===== config.mk =====
export PLATFORM = sky130hd
export DESIGN_NAME = uatx_top
export DESIGN_NICKNAME = d
export VERILOG_FILES = /design/src/rtl/uatx_pkg.sv /design/src/rtl/uatx_framer.sv /design/src/rtl/uatx_ticktimer.sv /design/src/rtl/uatx_top.sv
export SDC_FILE = /design/constraint.sdc
export NUM_CORES = 1
export LEC_CHECK = 0
export BUFFER_PORTS_ARGS = -buffer_cell sky130_fd_sc_hd__clkbuf_2
export CAP_MARGIN = 20
export CORE_ASPECT_RATIO = 1.1
export CORE_MARGIN = 4
export CORE_UTILIZATION = 59
export CTS_CLUSTER_DIAMETER = 150
export DETAILED_ROUTE_END_ITERATION = 7
export PLACE_DENSITY = 0.81
export RECOVER_POWER = 25
export SLEW_MARGIN = 20
export SYNTH_ARGS = -nofsm -noshare
export SYNTH_HDL_FRONTEND = slang
export SYNTH_SLANG_ARGS = --single-unit

===== constraint.sdc =====
create_clock -name clk -period 2.5 [get_ports clk]
set_input_delay 0 -clock clk [delete_from_list [all_inputs] [get_ports clk]]
set_output_delay 0 -clock clk [all_outputs]
set_load 0.03 [all_outputs]

===== src/rtl/uatx_pkg.sv =====
// Package: shared types and timing constants for the serial transmitter.
// Assumes a 16x oversampling enable drives all bit timing.
package uatx_pkg;

    typedef enum logic [2:0] {
        ST_IDLE   = 3'd0,
        ST_SHIFT  = 3'd1,
        ST_STOP   = 3'd2,
        ST_BRK    = 3'd3,
        ST_BRKREC = 3'd4
    } uatx_state_e;

    typedef enum logic [1:0] {
        PAR_OFF  = 2'd0,
        PAR_EVEN = 2'd1,
        PAR_ODD  = 2'd2,
        PAR_OFF2 = 2'd3
    } uatx_par_e;

endpackage


===== src/rtl/uatx_framer.sv =====
// Module: combinational frame builder. Places start bit, data (LSB first),
// optional address bit and optional parity bit into a bit vector and reports
// how many bits are valid. Assumes DW >= 4 so the length code spans DW-3..DW.
module uatx_framer #(
    parameter int DW = 8,
    localparam int FW = DW + 3,
    localparam int NB_W = $clog2(FW + 1)
) (
    input  logic [1:0]      len,
    input  logic [1:0]      par,
    input  logic            addr_en,
    input  logic            addr,
    input  logic [DW-1:0]   data,
    output logic [FW-1:0]   frame,
    output logic [NB_W-1:0] nbits
);
    import uatx_pkg::*;

    localparam int MIN_LEN = DW - 3;

    // Build the frame bits and count them.
    always_comb begin
        int  wlen;
        int  pos;
        logic p;
        frame    = '1;
        frame[0] = 1'b0;
        wlen     = MIN_LEN + int'(len);
        p        = addr_en & addr;
        for (int i = 0; i < DW; i++) begin
            if (i < wlen) begin
                frame[1 + i] = data[i];
                p            = p ^ data[i];
            end
        end
        pos = 1 + wlen;
        if (addr_en) begin
            frame[pos] = addr;
            pos        = pos + 1;
        end
        if (par == PAR_EVEN) begin
            frame[pos] = p;
            pos        = pos + 1;
        end else if (par == PAR_ODD) begin
            frame[pos] = ~p;
            pos        = pos + 1;
        end
        nbits = NB_W'(pos);
    end

endmodule


===== src/rtl/uatx_ticktimer.sv =====
// Module: down-counter of oversampling pulses. A load sets the period in
// ticks; expire pulses with the tick that ends it. Assumes load wins over tick.
module uatx_ticktimer #(
    parameter int CW = 11
) (
    input  logic          clk,
    input  logic          rst_n,
    input  logic          tick,
    input  logic          load,
    input  logic [CW-1:0] load_val,
    output logic          expire
);
    logic [CW-1:0] cnt;

    // Final tick of the loaded period.
    assign expire = tick && (cnt == CW'(1));

    // Load a new period or count down on each tick.
    always_ff @(posedge clk) begin
        if (!rst_n) begin
            cnt <= '0;
        end else if (load) begin
            cnt <= load_val;
        end else if (tick && (cnt != '0)) begin
            cnt <= cnt - CW'(1);
        end
    end

    // An expiry without a reload leaves the timer at rest (R5 stop end).
    p_rest_after_expire_r5: assert property (@(posedge clk) disable iff (!rst_n)
        (expire && !load) |=> (cnt == '0));

endmodule


===== src/rtl/uatx_top.sv =====
// Module: serial transmitter top. Accepts a word or a break command at a
// frame boundary when clear-to-send is active, then drives the line from a
// state machine timed by the tick timer. Configuration is captured on accept.
module uatx_top #(
    parameter int DW    = 8,
    parameter int GAP_W = 4,
    parameter int BRK_W = 5,
    parameter int TPB   = 16
) (
    input  logic             clk,
    input  logic             rst_n,
    input  logic             tick16,
    input  logic             cts_n,
    input  logic [1:0]       cfg_len,
    input  logic [1:0]       cfg_par,
    input  logic             cfg_addr_en,
    input  logic [1:0]       cfg_stop,
    input  logic [GAP_W-1:0] cfg_gap,
    input  logic [BRK_W-1:0] cfg_brk_len,
    input  logic             tx_valid,
    input  logic [DW-1:0]    tx_data,
    input  logic             tx_addr,
    input  logic             brk_req,
    output logic             tx_ready,
    output logic             busy,
    output logic             txd
);
    import uatx_pkg::*;

    localparam int FW    = DW + 3;
    localparam int NB_W  = $clog2(FW + 1);
    localparam int WIDE  = (GAP_W > BRK_W) ? GAP_W : BRK_W;
    localparam int CNT_W = WIDE + $clog2(TPB) + 2;

    uatx_state_e      state;
    logic             txd_q;
    logic [FW-1:0]    shreg;
    logic [NB_W-1:0]  bits_left;
    logic [CNT_W-1:0] stop_q;

    logic [FW-1:0]    frame;
    logic [NB_W-1:0]  nbits;
    logic             take_brk;
    logic             take_frm;
    logic             expire;
    logic             t_load;
    logic [CNT_W-1:0] t_val;
    logic [CNT_W-1:0] stop_total;
    logic [CNT_W-1:0] brk_total;
    logic [BRK_W-1:0] brk_eff;

    uatx_framer #(.DW(DW)) u_framer (
        .len     (cfg_len),
        .par     (cfg_par),
        .addr_en (cfg_addr_en),
        .addr    (tx_addr),
        .data    (tx_data),
        .frame   (frame),
        .nbits   (nbits)
    );

    uatx_ticktimer #(.CW(CNT_W)) u_timer (
        .clk      (clk),
        .rst_n    (rst_n),
        .tick     (tick16),
        .load     (t_load),
        .load_val (t_val),
        .expire   (expire)
    );

    // Handshake: accept only when idle and the far end is clear.
    assign tx_ready = (state == ST_IDLE) && !cts_n;
    assign take_brk = tx_ready && brk_req;
    assign take_frm = tx_ready && tx_valid && !brk_req;
    assign busy     = (state != ST_IDLE);
    assign txd      = txd_q;

    // Stop-plus-gap and break periods in ticks from the live configuration.
    always_comb begin
        brk_eff    = (cfg_brk_len == '0) ? BRK_W'(1) : cfg_brk_len;
        stop_total = CNT_W'(TPB) + CNT_W'(cfg_stop) * CNT_W'(TPB / 2)
                   + CNT_W'(cfg_gap) * CNT_W'(TPB);
        brk_total  = CNT_W'(brk_eff) * CNT_W'(TPB);
    end

    // Choose when and with what the tick timer is reloaded.
    always_comb begin
        t_load = 1'b0;
        t_val  = CNT_W'(TPB);
        if (take_brk) begin
            t_load = 1'b1;
            t_val  = brk_total;
        end else if (take_frm) begin
            t_load = 1'b1;
        end else if (expire && (state == ST_SHIFT)) begin
            t_load = 1'b1;
            if (bits_left == '0) begin
                t_val = stop_q;
            end
        end else if (expire && (state == ST_BRK)) begin
            t_load = 1'b1;
        end
    end

    // Frame and break sequencing with a registered line output.
    always_ff @(posedge clk) begin
        if (!rst_n) begin
            state     <= ST_IDLE;
            txd_q     <= 1'b1;
            shreg     <= '1;
            bits_left <= '0;
            stop_q    <= '0;
        end else begin
            case (state)
                ST_IDLE: begin
                    if (take_brk) begin
                        state <= ST_BRK;
                        txd_q <= 1'b0;
                    end else if (take_frm) begin
                        state     <= ST_SHIFT;
                        txd_q     <= frame[0];
                        shreg     <= frame >> 1;
                        bits_left <= nbits - NB_W'(1);
                        stop_q    <= stop_total;
                    end
                end
                ST_SHIFT: begin
                    if (expire) begin
                        if (bits_left == '0) begin
                            state <= ST_STOP;
                            txd_q <= 1'b1;
                        end else begin
                            txd_q     <= shreg[0];
                            shreg     <= shreg >> 1;
                            bits_left <= bits_left - NB_W'(1);
                        end
                    end
                end
                ST_STOP: begin
                    if (expire) begin
                        state <= ST_IDLE;
                    end
                end
                ST_BRK: begin
                    if (expire) begin
                        state <= ST_BRKREC;
                        txd_q <= 1'b1;
                    end
                end
                ST_BRKREC: begin
                    if (expire) begin
                        state <= ST_IDLE;
                    end
                end
                default: begin
                    state <= ST_IDLE;
                    txd_q <= 1'b1;
                end
            endcase
        end
    end

    // Idle line is high.
    p_idle_high_r1: assert property (@(posedge clk) disable iff (!rst_n)
        (state == ST_IDLE) |-> txd_q);

    // Accepted word opens with a low start bit.
    p_start_low_r2: assert property (@(posedge clk) disable iff (!rst_n)
        take_frm |=> (!txd_q && (state == ST_SHIFT)));

    // Stop and gap period keeps the line high.
    p_stop_high_r5: assert property (@(posedge clk) disable iff (!rst_n)
        (state == ST_STOP) |-> txd_q);

    // Break wins over a word offered in the same cycle.
    p_brk_wins_r7: assert property (@(posedge clk) disable iff (!rst_n)
        (tx_ready && brk_req) |=> ((state == ST_BRK) && !txd_q));

    // Nothing starts while clear-to-send is inactive.
    p_cts_block_r8: assert property (@(posedge clk) disable iff (!rst_n)
        ((state == ST_IDLE) && cts_n) |=> (state == ST_IDLE));

endmodule


==> results.toml, run 1 <==
[detailed_routing]
ant_nets = 0
dr_wl_met3_um = 289
wl_met1_um = 3250
vias_per_cell = 6.05
wl_per_cell_um = 15.5
vias = 2715
routed.top_layer = "met4"
first_pass_iters = 4
drc_errors = 0
drt_wl_total_um = 6980
drt-initial-drc-count = 174
wl_met2_um = 3320

[critical_path]
rr_worst_depth = 7
crit_start = "state[2]"
end_kind = "register"
r2r_slack_ns = 0.25
crit_cells = 7
cp_num_buf_inv = 3
cp_data_arrival_time_ns = 2.46
crit_fanout = 12
crit_chain = "buf_4 -> nor4_2 -> and3b_1 -> buf_4 -> nand4_1 -> dlygate4sd3_1 -> a21oi_1"
cp.required_ns = 2.71
critPathTopFamily = "buffers and inverters"
timing.rr.end = "stop_q[8]"
crit_top_cell = "buf_4"
max_stage_delay_ns = 0.58
crit_type = "register to register"
start_kind = "register"
rr_startpoint = "state[2]"
cpMaxStageDelayCell = "dlygate4sd3_1"
crit_end = "stop_q[8]"

[clock_network]
cts-root-buf = "clkbuf_8"
cts_resized = 0
clock_sinks = 36
clk_path_buf_depth = 2
postCtsSetupRepairBufs = 0
cts_tree = "done"
ctsHtreeMaxLevel = 2
cts_buffers = 5
clk-insertion-delay-late_ns = 0.29
clkSlewWorstSetupHoldPaths_ns = 0.08

[sta]
rsz0062_at_grt = "no"
max_slew_margin_pct = 48.0
max_clock_freq_ghz = 0.444
setup_slack_ns = 0.249
fin_tns_setup_ns = 0
tightest_slew_ns = 0.779
worst_hold_slack_ns = 0.0344
post-route-period-util_pct = 90.0
setup_viol = 0
fin_skew_ns = 0.00835
final-max-slew-violation-count = 0
finalCriticalPeriod_ns = 2.25
hold_viol = 0

[synthesis]
netlist-cell-type-count = 61
synth_area_sq_um = 2810
synth-edff-count = 0
post_synth_fa_ha_maj_area_fraction_pct = 8.45
ys_ff_latch = 36
synth_flop_cell = "dfxtp_1"
async_flop_share_pct = 0
avgSynthCellArea_sq_um = 7.90
synth_top_family_by_area = "simple AND/OR/NAND/NOR gates"
netlist_instances = 356
yosys_warnings = 0
synth_xor_area_share_pct = 8.81
yosys.area_share.simple_pct = 25.4
synth_compound_gate_area_share_pct = 21.9
synth.yosys.seq_area_share_pct = 25.6
muxShareOfSynthArea_pct = 3.65
syn_nets = 406

[cells_and_area]
layout_commonest_cell = "nand2_1"
nets = 442
instances_no_fill = 449
antenna_cells = 0
fillers = 433
area_delta_synth_final_pct = 12.2
layout-drive-gt1-share_pct = 16.0
mostFrequentLayoutCells = "nand2_1 (41), dfxtp_1 (36), nor2_1 (31), clkbuf_2 (31), o21ai_0 (29)"

[place]
io_buffers = 33
dpl.hpwl_um = 5290
place_congestion = 0.976
dp_slack_ns = -0.0334
place_inst = 438

[global_route]
grt_max_degree = 29
gr-total-overflow = 0
track_usage_pct = 24.9
antenna_found_initial = 0
grt_pass1_vias = 2509
grt_pass1_wl_um = 11600

[power_and_ir_drop]
switching_share_pct = 39.0
powerDensity_nw_per_um2 = 631
pwr-share-comb_pct = 42.8
leakage_nw = 1.33
power.share.clock_pct = 20.9
switching_power_uw = 776
internal_power_mw = 1.21
seqPwrFrac_pct = 36.3
total_power_mw = 1.99
irDropWorstVdd_mv = 0.365

[job]
drv_cap = 0

[worst_hold_path]
hp-class = "primary input to register"

[floorplanning]
coreArea_sq_um = 4620
num_io_pins = 34
num_rows = 26
die_x_um = 73.8
initial_core_util_pct = 60.9
die_h_um = 80.4
fp.dieArea_sq_um = 5940

[status]
outcome = "complete, no violations"
-- kinds of logic after synthesis --
logic type,after synthesis
AOI/OAI and AO/OA,94
xor gates and xnor gates,25
adders and majority gates,19
muxes,10
buffers and inverters,37
and+or+nand+nor,135
DFF,36
-- worst register-to-register path, stage by stage (launching register included) --
cell and delay (ns):
dfxtp_1 0.31, buf_4 0.16, nor4_2 0.41, and3b_1 0.25
buf_4 0.21, nand4_1 0.13, dlygate4sd3_1 0.58, a21oi_1 0.13
-- area by class of cell --
type | instances | area (sq um) | area share [%]
clock inverters | 3 | 18.8 | 0.595
well taps | 56 | 70.1 | 2.22
flip-flops and latches | 36 | 721 | 22.8
inverters | 18 | 67.6 | 2.14
clock buffers | 5 | 68.8 | 2.18
repair buffers | 48 | 283 | 8.96
multi-input cells | 283 | 1930 | 61.1
-- sequential cells by signal, indices dropped and copies added, names as in the netlist --
| signal | flops |
|---|---|
| shreg | 11 |
| state | 3 |
| stop_q | 6 |
| bits_left | 4 |
| txd | 1 |
| u_timer.cnt | 11 |
-- power by group through the flow --
stage	Combinational [mW]	Sequential [mW]	Clock [mW]
after floorplan	0.651	0.717	0
after global placement	0.807	0.725	0
after detailed placement	0.836	0.732	0
after CTS	0.847	0.721	0.424
after global routing	0.951	0.733	0.461
final	0.852	0.722	0.416
-- metal layers --
layer	global-route usage, %	vias to the layer above
met5	0	-
met4	7.79	0
met1	33.1	1288
met2	39.3	63
met3	6.01	14
li1	-	1350
-- cell usage after synthesis, types with 5 or more instances --
library cell / instances / share of area (%)
xor2_1: 13 / 4.0
nand3_1: 8 / 1.4
nor2b_1: 7 / 1.6
a21oi_1: 18 / 3.2
dfxtp_1: 36 / 26
inv_1: 18 / 2.4
nand2b_1: 5 / 1.1
a31oi_1: 6 / 1.3
mux2i_1: 8 / 2.8
buf_2: 5 / 0.89
a311oi_1: 6 / 1.9
nor2_1: 31 / 4.1
xnor2_1: 10 / 3.1
ha_1: 19 / 8.5
a211oi_1: 6 / 1.6
o21ai_0: 29 / 5.2
nand2_1: 41 / 5.5
clkbuf_1: 11 / 1.5
nor3_1: 7 / 1.2
-- per-stage QoR --
step / util (%) / area [sq um]
4_1_cts: 68.4 / 3160
2_1_floorplan: - / 2820
3_3_place_gp: 65.8 / 3040
3_5_place_dp: 65.8 / 3040
6_report: 68.3 / 3160
5_1_grt: 68.3 / 3160
-- repair_timing --
action	CTS	global route
setup endpoints to repair	0	0
hold endpoints to repair	2	0
hold buffers	3	0
-- how the worst min path moves through the flow --
stage,depth (start not counted),end,startpoint
floorplan,1,tx_ready,cts_n
global placement,3,stop_q[3],cfg_stop[0]
detailed placement,3,stop_q[3],cfg_stop[0]
CTS,3,u_timer.cnt[7],cfg_brk_len[3]
global route,3,u_timer.cnt[7],cfg_brk_len[3]
finish,3,u_timer.cnt[7],cfg_brk_len[3]
No activity file was read; power rests on OpenSTA's default activity.
==> run 2, diff against run 1 <==
BUFFER_PORTS_ARGS = not set   (was -buffer_cell sky130_fd_sc_hd__clkbuf_2)
CORE_UTILIZATION = 64   (was 59)
DONT_BUFFER_PORTS = 1   (was not set)
PLACE_DENSITY = 0.8   (was 0.81)
==> run 2 against run 1 <==
  * Clock skew is 0.00072 ns lower
  * Cell count is 6.0% lower
  * Global-route usage is 0.52 points lower
  * Core utilization is 3.4 points higher
  * Sequential cell count stayed put
  * Critical path depth stayed put
  * Sequential share of layout area is 0.62 points higher
  * First-iteration DRC count is 12% lower
  * Die area is 7.0% lower
  * Sequential power is 0.7% higher
  * Non-clock buffer count is 25 lower
  * Critical endpoint unchanged
  * Highest routed layer unchanged
==> results.toml, run 2 (synthesized netlist as in run 1, its figures left out) <==
[status]
outcome = "complete, no violations"

[critical_path]
cp.required_ns = 2.71
crit_type = "register to register"
critPathTopFamily = "buffers and inverters"
cpMaxStageDelayCell = "dlygate4sd3_1"
crit_fanout = 12
r2r_slack_ns = 0.19
rr_worst_depth = 7
cp_data_arrival_time_ns = 2.52
start_kind = "register"
timing.rr.end = "stop_q[8]"
max_stage_delay_ns = 0.58
end_kind = "register"
crit_chain = "clkbuf_1 -> nor4_2 -> and3b_1 -> buf_4 -> nand4_1 -> dlygate4sd3_1 -> a21oi_1"
cp_num_buf_inv = 3
rr_startpoint = "state[2]"

[clock_network]
ctsHtreeMaxLevel = 2
cts_resized = 0
cts_tree = "done"
cts_buffers = 5
clk_path_buf_depth = 2
clk-insertion-delay-late_ns = 0.29
clock_sinks = 36
clkSlewWorstSetupHoldPaths_ns = 0.08
cts-root-buf = "clkbuf_8"

[worst_hold_path]
min_to = "u_timer.cnt[2]"
hp-class = "primary input to register"
min_path_cells = 2
holdCritStartpoint = "rst_n"

[global_route]
gr-total-overflow = 0
grt_pass1_vias = 2469
grt_max_degree = 29
track_usage_pct = 24.4
antenna_found_initial = 0
grt_pass1_wl_um = 11000

[detailed_routing]
drt-initial-drc-count = 153
vias = 2592
first_pass_iters = 4
routed.top_layer = "met4"
wl_met2_um = 3350
vias_per_cell = 6.14
drc_errors = 0
wl_per_cell_um = 15.6
wl_met1_um = 2780
dr_wl_met3_um = 270
ant_nets = 0
drt_wl_total_um = 6570

[power_and_ir_drop]
switching_power_uw = 731
switching_share_pct = 37.2
power.share.clock_pct = 22.4
seqPwrFrac_pct = 37.0
powerDensity_nw_per_um2 = 639
total_power_mw = 1.96
internal_power_mw = 1.23
irDropWorstVdd_mv = 0.296
pwr-share-comb_pct = 40.6
leakage_nw = 1.22

[cells_and_area]
nets = 417
layout_commonest_cell = "nand2_1"
layout-drive-gt1-share_pct = 7.61
reg_top3 = "shreg: 11 flops, u_timer.cnt: 11 flops, stop_q: 6 flops"
antenna_cells = 0
area_delta_synth_final_pct = 9.21
mostFrequentLayoutCells = "nand2_1 (41), dfxtp_1 (36), nor2_1 (31), o21ai_0 (29), ha_1 (19)"
fin_util_pct = 71.7

[sta]
hold_viol = 0
post-route-period-util_pct = 92.2
final-max-slew-violation-count = 0
rsz0062_at_grt = "no"
fin_skew_ns = 0.00763
tightest_slew_ns = 0.781
max_clock_freq_ghz = 0.434
setup_viol = 0
worst_hold_slack_ns = 0.00481
finalCriticalPeriod_ns = 2.31
max_slew_margin_pct = 47.9
fin_tns_setup_ns = 0

[floorplanning]
fp.dieArea_sq_um = 5520
initial_core_util_pct = 65.6
num_io_pins = 34
die_x_um = 71.2
coreArea_sq_um = 4290
die_h_um = 77.5
num_rows = 25

[place]
dpl.hpwl_um = 4860
place_congestion = 0.917
io_buffers = 0

[job]
drv_cap = 0
[run 2: repair_timing]
item,4_1_cts,5_1_grt
endpoints found under the hold margin,19,0
setup buffers,0,0
hold buffers,12,0
[run 2: power by group through the flow]
| stage | Clock, mW | Combinational (mW) | Sequential (mW) |
|---|---|---|---|
| 2_1_floorplan | 0 | 0.651 | 0.717 |
| 3_3_place_gp | 0 | 0.753 | 0.736 |
| 3_5_place_dp | 0 | 0.770 | 0.738 |
| 4_1_cts | 0.450 | 0.794 | 0.725 |
| 5_1_grt | 0.471 | 0.883 | 0.733 |
| 6_report | 0.439 | 0.798 | 0.727 |
[run 2: worst reg2reg max path, stage by stage (launching register included)]
cell	delay, ns
dfxtp_1	0.31
clkbuf_1	0.20
nor4_2	0.42
and3b_1	0.26
buf_4	0.21
nand4_1	0.12
dlygate4sd3_1	0.58
a21oi_1	0.14
[run 2: final cells by class]
cell class                 count  area, sq um
inverter                      18         67.6
sequential                    36          721
multi-input combinational    283         1930
fill                         359         1210
clock buffer                   7         86.3
timing repair buffer          23          195
clock inverter                 1         7.51
tap                           54         67.6
[run 2: per-stage QoR]
| step | worst slack (ns) | instance area [sq um] | cells |
|---|---|---|---|
| 2_1_floorplan | 0.260 | 2820 | 356 |
| 3_3_place_gp | 0.242 | 2870 | 402 |
| 3_5_place_dp | 0.239 | 2870 | 402 |
| 4_1_cts | 0.282 | 3080 | 422 |
| 5_1_grt | 0.0511 | 3070 | 422 |
| 6_report | 0.194 | 3070 | 422 |
[run 2: layer usage]
metal / global-route usage [%] / vias to the layer above
li1: - / 1301
met1: 27.4 / 1210
met2: 43.8 / 63
met3: 4.53 / 18
met4: 10.9 / 0
met5: 0 / -
[run 2: worst max path at each step]
stage | start | end | slack [ns] | cells after the start
3_5_place_dp | cfg_len[0] | shreg[8] | 0.24 | 9
3_3_place_gp | cfg_len[0] | txd | 0.24 | 9
6_report | state[2] | stop_q[8] | 0.19 | 7
4_1_cts | state[2] | stop_q[8] | 0.28 | 7
2_1_floorplan | state[2] | bits_left[2] | 0.26 | 9
5_1_grt | state[2] | stop_q[8] | 0.05 | 7
